===== config.mk =====
export PLATFORM = sky130hd
export DESIGN_NAME = urx_rx
export DESIGN_NICKNAME = d
export VERILOG_FILES = /design/src/rtl/urx_pkg.sv /design/src/rtl/urx_sync.sv /design/src/rtl/urx_frame.sv /design/src/rtl/urx_eval.sv /design/src/rtl/urx_rx.sv
export SDC_FILE = /design/constraint.sdc
export NUM_CORES = 1
export LEC_CHECK = 0
export ABC_AREA = 1
export BUFFER_PORTS_ARGS = -buffer_cell sky130_fd_sc_hd__buf_2
export CAP_MARGIN = 15
export CELL_PAD_IN_SITES_DETAIL_PLACEMENT = 2
export CELL_PAD_IN_SITES_GLOBAL_PLACEMENT = 2
export CORE_MARGIN = 3
export CORE_UTILIZATION = 32
export CTS_BUF_LIST = sky130_fd_sc_hd__clkbuf_8
export CTS_CLUSTER_SIZE = 14
export DETAILED_ROUTE_END_ITERATION = 10
export PLACE_DENSITY = 0.79
export SYNTH_ARGS = -nofsm -noshare
export SYNTH_HDL_FRONTEND = slang
export SYNTH_SLANG_ARGS = --single-unit
export TNS_END_PERCENT = 5

===== constraint.sdc =====
create_clock -name clk -period 2 [get_ports clk]
set_input_delay 0.1 -clock clk [delete_from_list [all_inputs] [get_ports clk]]
set_output_delay 0.1 -clock clk [all_outputs]
set_load 0.005 [all_outputs]

===== src/rtl/urx_pkg.sv =====
package urx_pkg;
   typedef enum logic [2:0] {
      ST_IDLE, ST_START, ST_DATA, ST_EXTRA, ST_STOP, ST_BREAK
   } urx_state_e;

   typedef enum logic [1:0] {
      PAR_NONE  = 2'b00,
      PAR_EVEN  = 2'b01,
      PAR_ODD   = 2'b10,
      PAR_FORCE = 2'b11
   } urx_par_e;

   localparam int URX_DW      = 8;
   localparam int URX_LEN_MIN = 5;
endpackage


===== src/rtl/urx_sync.sv =====
module urx_sync #(
   parameter int STAGES = 2
) (
   input  logic clk,
   input  logic rst_n,
   input  logic din,
   output logic dout
);
   generate
      if (STAGES == 0) begin : g_bypass
         assign dout = din;
      end else begin : g_chain
         logic [STAGES-1:0] q;
         always_ff @(posedge clk) begin
            if (!rst_n) begin
               q <= '1;
            end else begin
               q[0] <= din;
               for (int i = 1; i < STAGES; i++) q[i] <= q[i-1];
            end
         end
         assign dout = q[STAGES-1];
      end
   endgenerate
endmodule


===== src/rtl/urx_frame.sv =====
module urx_frame
   import urx_pkg::*;
#(
   parameter int OSR = 16
) (
   input  logic              clk,
   input  logic              rst_n,
   input  logic              tick,
   input  logic              rx,
   input  logic [1:0]        cfg_len,
   input  logic              has_extra,
   input  logic              brk_hit,
   output logic [URX_DW-1:0] data_q,
   output logic              extra_q,
   output logic              done,
   output logic              brk_over
);
   localparam int CW = $clog2(OSR);
   localparam int IW = $clog2(URX_DW);
   localparam logic [CW-1:0] MID  = CW'(OSR/2 - 1);
   localparam logic [CW-1:0] LAST = CW'(OSR - 1);

   urx_state_e     state;
   logic [CW-1:0]  cnt;
   logic [IW-1:0]  idx;
   logic [IW-1:0]  last_idx;

   assign last_idx = IW'(cfg_len) + IW'(URX_LEN_MIN - 1);
   assign done     = tick && (state == ST_STOP) && (cnt == LAST);
   assign brk_over = tick && (state == ST_BREAK) && rx;

   always_ff @(posedge clk) begin
      if (!rst_n) begin
         state   <= ST_IDLE;
         cnt     <= '0;
         idx     <= '0;
         data_q  <= '0;
         extra_q <= 1'b0;
      end else if (tick) begin
         case (state)
            ST_IDLE: begin
               if (!rx) begin
                  state <= ST_START;
                  cnt   <= '0;
               end
            end
            ST_START: begin
               if (cnt == MID) begin
                  cnt <= '0;
                  if (rx) begin
                     state <= ST_IDLE;
                  end else begin
                     state   <= ST_DATA;
                     idx     <= '0;
                     data_q  <= '0;
                     extra_q <= 1'b0;
                  end
               end else begin
                  cnt <= cnt + 1'b1;
               end
            end
            ST_DATA: begin
               if (cnt == LAST) begin
                  cnt         <= '0;
                  data_q[idx] <= rx;
                  if (idx == last_idx) state <= has_extra ? ST_EXTRA : ST_STOP;
                  else                 idx   <= idx + 1'b1;
               end else begin
                  cnt <= cnt + 1'b1;
               end
            end
            ST_EXTRA: begin
               if (cnt == LAST) begin
                  cnt     <= '0;
                  extra_q <= rx;
                  state   <= ST_STOP;
               end else begin
                  cnt <= cnt + 1'b1;
               end
            end
            ST_STOP: begin
               if (cnt == LAST) begin
                  cnt   <= '0;
                  state <= brk_hit ? ST_BREAK : ST_IDLE;
               end else begin
                  cnt <= cnt + 1'b1;
               end
            end
            ST_BREAK: begin
               if (rx) state <= ST_IDLE;
            end
            default: state <= ST_IDLE;
         endcase
      end
   end
endmodule


===== src/rtl/urx_eval.sv =====
module urx_eval
   import urx_pkg::*;
(
   input  logic [URX_DW-1:0] data,
   input  logic              extra,
   input  logic              stop,
   input  logic [1:0]        cfg_par,
   input  logic              cfg_force,
   input  logic              cfg_nine,
   output logic              par_err,
   output logic              frm_err,
   output logic              brk,
   output logic              addr
);
   logic     ones_odd;
   urx_par_e mode;

   assign mode     = urx_par_e'(cfg_par);
   assign ones_odd = (^data) ^ extra;

   always_comb begin
      par_err = 1'b0;
      if (!cfg_nine) begin
         case (mode)
            PAR_EVEN:  par_err = ones_odd;
            PAR_ODD:   par_err = !ones_odd;
            PAR_FORCE: par_err = (extra != cfg_force);
            default:   par_err = 1'b0;
         endcase
      end
   end

   assign frm_err = !stop;
   assign brk     = (data == '0) && !extra && !stop;
   assign addr    = cfg_nine & extra;
endmodule


===== src/rtl/urx_rx.sv =====
module urx_rx
   import urx_pkg::*;
#(
   parameter int OSR         = 16,
   parameter int SYNC_STAGES = 2
) (
   input  logic       clk,
   input  logic       rst_n,
   input  logic       tick,
   input  logic       rxd,
   input  logic [1:0] cfg_len,
   input  logic [1:0] cfg_par,
   input  logic       cfg_force,
   input  logic       cfg_nine,
   input  logic       sink_ready,
   output logic       out_valid,
   output logic [7:0] out_data,
   output logic       out_par_err,
   output logic       out_frm_err,
   output logic       out_addr,
   output logic       ovr_evt,
   output logic       brk_start,
   output logic       brk_end
);
   generate
      if (OSR < 4 || (OSR % 2) != 0) begin : g_bad_osr
         $error("urx_rx: OSR must be even and at least 4");
      end
      if (SYNC_STAGES < 0 || SYNC_STAGES > 4) begin : g_bad_sync
         $error("urx_rx: SYNC_STAGES must be 0 to 4");
      end
   endgenerate

   logic              rx_s;
   logic [URX_DW-1:0] f_data;
   logic              f_extra, f_done, f_brk_over;
   logic              e_par, e_frm, e_brk, e_addr;
   logic              has_extra;

   assign has_extra = cfg_nine || (cfg_par != PAR_NONE);

   urx_sync #(.STAGES(SYNC_STAGES)) u_sync (
      .clk(clk), .rst_n(rst_n), .din(rxd), .dout(rx_s)
   );

   urx_frame #(.OSR(OSR)) u_frame (
      .clk(clk), .rst_n(rst_n), .tick(tick), .rx(rx_s),
      .cfg_len(cfg_len), .has_extra(has_extra), .brk_hit(e_brk),
      .data_q(f_data), .extra_q(f_extra), .done(f_done), .brk_over(f_brk_over)
   );

   urx_eval u_eval (
      .data(f_data), .extra(f_extra), .stop(rx_s),
      .cfg_par(cfg_par), .cfg_force(cfg_force), .cfg_nine(cfg_nine),
      .par_err(e_par), .frm_err(e_frm), .brk(e_brk), .addr(e_addr)
   );

   always_ff @(posedge clk) begin
      if (!rst_n) begin
         out_valid   <= 1'b0;
         out_data    <= '0;
         out_par_err <= 1'b0;
         out_frm_err <= 1'b0;
         out_addr    <= 1'b0;
         ovr_evt     <= 1'b0;
         brk_start   <= 1'b0;
         brk_end     <= 1'b0;
      end else begin
         out_valid <= 1'b0;
         ovr_evt   <= 1'b0;
         brk_start <= 1'b0;
         brk_end   <= f_brk_over;
         if (f_done) begin
            if (e_brk) begin
               brk_start <= 1'b1;
            end else if (sink_ready) begin
               out_valid   <= 1'b1;
               out_data    <= f_data;
               out_par_err <= e_par;
               out_frm_err <= e_frm;
               out_addr    <= e_addr;
            end else begin
               ovr_evt <= 1'b1;
            end
         end
      end
   end
endmodule


### Yosys cells after proc, flatten, opt, wreduce, memory -nomap -nowiden

Cells that the tools add are included.

* register bits: 36
* input port bits: 11
* output and inout port bits: 15
* logic and storage cells: 108

* $add $sub $neg: 3
* order comparisons: 2
* equal/unequal tests: 21
* multiplexer cells: 36
* bitwise logic cells: 5
* reductions and logical operators: 27

Operators with widths (count)
* 3-bit 2-to-1 mux: 13
* 8-bit 2-to-1 mux: 3
* 3-bit case mux with 6 select lines: 1
* 8-bit case mux with 2 select lines: 1
* 4-bit 2-to-1 mux: 3
* 4-bit case mux with 3 select lines: 1
* 2-bit inequality test (second input constant): 5
* 5-bit AND reduction: 2
* 8-bit bitwise mux: 1
* 8-bit logical NOT: 1
* 1-bit 2-to-1 mux: 8
* 2-bit by 1-bit inequality test with 1-bit output (second input constant): 4
* 8-bit AND reduction: 1
* 8-bit parity: 1
* 1-bit logical AND: 7
* 3-bit by 2-bit equality test with 1-bit output (second input constant): 2
* 3-bit equality test (second input constant): 2
* 3-bit case mux with 2 select lines: 1
* 3-bit AND reduction: 2
* 6-bit AND reduction: 1
* 2-bit nonzero test: 3
* 3-bit OR reduction: 2
* 4-bit by 1-bit adder with 4-bit output (second input constant): 1
* 2-bit equality test (second input constant): 2
* 22 further kinds: 26

### Logic depth before layout (Yosys ltp)

* depth in word-level cells: 7
* depth in mapped cells: 11
* depth with buffers taken out: 11

### Modules after synthesis

A second synthesis with hierarchy kept.

* cells, all modules: 328
* area, all modules: 2129.5 um2

By module, submodules not included
* urx_frame: times used 1, cells an instance 194, area an instance 1244.9 um2, sequential area each 380.4 um2
* urx_rx: times used 1, cells an instance 83, area an instance 578.1 um2, sequential area each 300.3 um2
* urx_eval: times used 1, cells an instance 45, area an instance 251.5 um2, sequential area each 0.0 um2
* urx_sync: times used 1, cells an instance 6, area an instance 55.1 um2, sequential area each 40.0 um2

### Least setup slack after synthesis

Ideal clock, no wire load.

* path kind: register -> register
* start point: register u_frame.cnt[0]
* end point: register u_frame.data_q[0]
* library setup time: 0.071 ns
* arrival: 1.335 ns
* required time: 1.929 ns
* setup slack: 0.594 ns
* stages on the path, launching flop included: 11
* path buffers: 1
* period minus slack after synthesis: 1.406 ns
* cells stage by stage: dfxtp_1 > ha_1 > nand2_1 > inv_1 > nand2_1 > nand2_2 > nand3_2 > nor2_4 > buf_6 > nand3_1 > a21oi_1

* word-level cells in the longest chain between the ends: 3
* elaborated cells between the ends (all ways): 5
* classes of those cells: 4 x eq/ne; 1 x reduce/logical

Ends and longest elaborated chain
* from (decl): line urx_frame.sv:24 `logic [CW-1:0] cnt;`
* from (signal assigned): line urx_frame.sv:59 `cnt <= cnt + 1'b1;`
* from (signal assigned): line urx_frame.sv:69 `cnt <= cnt + 1'b1;`
* from (signal assigned): line urx_frame.sv:78 `cnt <= cnt + 1'b1;`
* 4-bit equality test / 4-bit by 3-bit equality test with 1-bit output (equally long branches): line urx_frame.sv:63, urx_frame.sv:48
* 2-bit by 1-bit inequality test with 1-bit output (no line)
* 5-bit AND reduction (no line) (*)
* to (signal, indexed assignment): line urx_frame.sv:65 `data_q[idx] <= rx;`
* to (decl): line urx_frame.sv:13 `output logic [URX_DW-1:0] data_q,`

Every way passes the cells marked *; elsewhere a longest branch is shown, timed or not.
A chain may end at the register's enable or synchronous reset.

### Worst setup path after layout

* start point: register u_frame.cnt[0]
* end point: register u_frame.data_q[1]

The elaborated chain is that of the path after synthesis.

==> impl_metrics.env <==
export IMPL_period_minus_slack_ns=1.80
export IMPL_clockRootBuffer="clkbuf_8"
export IMPL_finalHoldViolCount=0
export IMPL_finalSetupViolCount=0
export IMPL_worstMarginPinSlew_ns=0.746
export IMPL_drt_wl_total_um=6070
export IMPL_cp_arrival_ns=1.94
export IMPL_ys_warn_count=0
export IMPL_required_ns=2.15
export IMPL_clk_pin_slew_worst_paths_ns=0.07
export IMPL_core_sq_um=6030
export IMPL_fillers=749
export IMPL_yosysSeqAreaShare_pct=35.4
export IMPL_drv_slew=0
export IMPL_synthArstFlopShare_pct=0
export IMPL_powerDensity_nw_per_um2=1110
export IMPL_yosysMostFrequentCell="nand2_1"
export IMPL_hold_worst_slack_ns=0.0105
export IMPL_antenna_left=0
export IMPL_antenna_found_initial=0
export IMPL_clock_skew_ns=0.00530
export IMPL_tns_ns=0
export IMPL_first_pass_iters=4
export IMPL_p_int_mw=1.46
export IMPL_gp_congestion=0.787
export IMPL_ctsHoldBuffers=0
export IMPL_period_share_pct=89.9
export IMPL_die_area_sq_um=7350
export IMPL_syn_to_final_growth_pct=15.1
export IMPL_synth_edf_count=0
export IMPL_vdd_ir_drop_max_v=0.000492
export IMPL_clockBufferDepth=2
export IMPL_netlist_area_sq_um=2030
export IMPL_htree_levels=2
export IMPL_vias_per_cell=5.09
export IMPL_power_share_combinational_pct=44.4
export IMPL_endpoint_kind="register"
export IMPL_start_kind="register"
export IMPL_path_common_cell="nand2_1"
export IMPL_grt_pass1_wl_um=10600
export IMPL_power_leakage_nw=1.07
export IMPL_synth_area_leader_cell="dfxtp_1"
export IMPL_maxCapViolations=0
export IMPL_rows=28
export IMPL_fmax_mhz=556
export IMPL_synthTopCellsByArea="dfxtp_1, nand2_1, nand3_1"
export IMPL_io_buffers=25
export IMPL_slowest_delay_ns=0.39
export IMPL_ys_ff_latch=36
export IMPL_cp_max_fo=8
export IMPL_crit_family="simple AND/OR/NAND/NOR gates"
export IMPL_syn_inst=308
export IMPL_synthFlopType="dfxtp_1"
export IMPL_drive_above_1_share_pct=17.6
export IMPL_swShare_pct=43.6
export IMPL_drt_iter0_markers=38
export IMPL_cts_buffers=5
export IMPL_rsz0062_at_grt="false"
export IMPL_grt_usage_pct=17.9
export IMPL_start_util_pct=33.7
export IMPL_slowest_stage="dfxtp_1"
export IMPL_nets=353
export IMPL_switchingPower_mw=1.13
export IMPL_routedWlPerCell_um=14.8
export IMPL_maxSlewHeadroom_pct=50.2
export IMPL_vias=2092
export IMPL_p_seq_share_pct=33.4
export IMPL_clock_power_share_pct=22.2
export IMPL_grt_max_degree=22
export IMPL_synthTopCellsByCount="nand2_1, inv_1, nand3_1"
export IMPL_die_h_um=85.7
export IMPL_insertion_delay_ns=0.29
export IMPL_cts_sinks=36
export IMPL_drc_errors=0
export IMPL_grt_overflow=0
export IMPL_synth_cell_types=28
export IMPL_path_buf_inv=1
export IMPL_grt_pass1_vias=2218
export IMPL_die_w_um=85.7
export IMPL_status="finished clean"
export IMPL_syn_area_per_cell_sq_um=6.60
export IMPL_synth_nets=325
export IMPL_hp_class="in2reg"
export IMPL_critical_path_class="reg2reg"
export IMPL_cts_tree="done"
export IMPL_antenna_cells=0
export IMPL_synth_top_area_share_pct=35.4
export IMPL_pin_count=26
export IMPL_hpwl_um=4610
export IMPL_cp_cell_sequence="ha_1 -> nand2_1 -> inv_1 -> nand2_1 -> nand2_2 -> nand2_1 -> nor2_2 -> nand3_1 -> nand2_1 -> a21oi_1"
power by group through the flow:
stage	logic (mW)	clock network, mW	registers, mW
2_1_floorplan	0.848	0	0.857
3_3_place_gp	1.05	0	0.876
3_5_place_dp	1.08	0	0.882
4_1_cts	1.10	0.593	0.865
5_1_grt	1.33	0.630	0.880
6_report	1.15	0.576	0.864
logic make-up (layout without fill, tap and decap cells):
family | after synthesis | after routing | synth area share (%)
AO/OA/AOI/OAI | 46 | 46 | 11.6
XOR/XNOR | 4 | 4 | 1.72
adder cells (fa/ha/maj) | 6 | 6 | 3.69
buffers and inverters | 60 | 88 | 11.9
flip-flops | 36 | 36 | 35.4
AND/OR/NAND/NOR | 156 | 156 | 35.6
registers in the layout (all words and copies together) (netlist names):
register,cells
out_addr,1
brk_end,1
brk_start,1
ovr_evt,1
u_frame.extra_q,1
out_valid,1
u_frame.data_q,8
out_frm_err,1
u_frame.state,3
u_frame.cnt,4
u_frame.idx,3
out_par_err,1
out_data,8
u_sync.g_chain.q,2
routing by layer:
layer  wire length, um  global-route usage [%]  vias up  part of all wire, %
met4                64                    4.75        0                  1.1
met3               141                    2.88        7                  2.3
li1                  -                       -     1041                    -
met5                 0                       0        -                    0
met1              2960                    23.1     1021                   49
met2              2910                    30.9       23                   48
per-stage QoR:
step	utilization (%)	area, sq um	power, mW	std cells	setup WS [ns]
6_report	38.8	2340	2.59	411	0.202
3_5_place_dp	36.9	2220	1.97	401	0.166
4_1_cts	38.5	2320	2.56	408	0.148
2_1_floorplan	-	2030	1.70	308	0.594
3_3_place_gp	36.9	2220	1.93	401	0.344
5_1_grt	38.8	2340	2.84	411	0.0307
layout make-up:
type | instances | area [sq um] | share of cell area, %
multi-input cells | 212 | 1070 | 45.8
inverters | 50 | 188 | 8.02
flip-flops and latches | 36 | 721 | 30.8
clock buffers | 7 | 96.3 | 4.12
repair buffers | 31 | 170 | 7.27
well taps | 75 | 93.8 | 4.01
worst paths after layout:
path / from / endpoint / slack, ns / depth (start not counted)
hold reg to reg: u_sync.g_chain.q[0] / u_sync.g_chain.q[1] / 0.42 / 1
setup / recovery: u_frame.cnt[0] / u_frame.data_q[1] / 0.20 / 10
setup reg to reg: u_frame.cnt[0] / u_frame.data_q[1] / 0.20 / 10
hold / removal: rxd / u_sync.g_chain.q[0] / 0.01 / 2
timing repair:
action,in CTS,in global routing
setup buffers,0,3
resized for setup,0,0
setup endpoints to repair,0,3
placed cells by master, fill, tap and decap left out:
cell	netlist	layout
o21ai_0	20	20
nor3_1	1	1
nand3_2	2	2
buf_2	3	25
or2_2	3	3
o21ai_2	1	1
dfxtp_1	36	36
ha_1	6	6
a21oi_1	24	24
nand2_2	2	2
nor2_1	23	23
nor2_4	2	2
inv_1	45	45
nand3_1	42	42
nor3b_1	1	1
xnor2_1	2	2
nor2_2	5	5
inv_2	5	5
buf_4	1	6
nand2_4	1	1
xor2_1	2	2
nand4_1	7	7
clkbuf_8	0	7
a211oi_1	1	1
nand2_1	66	66
nand3b_1	1	1
Power figures use the tool's default switching activity.
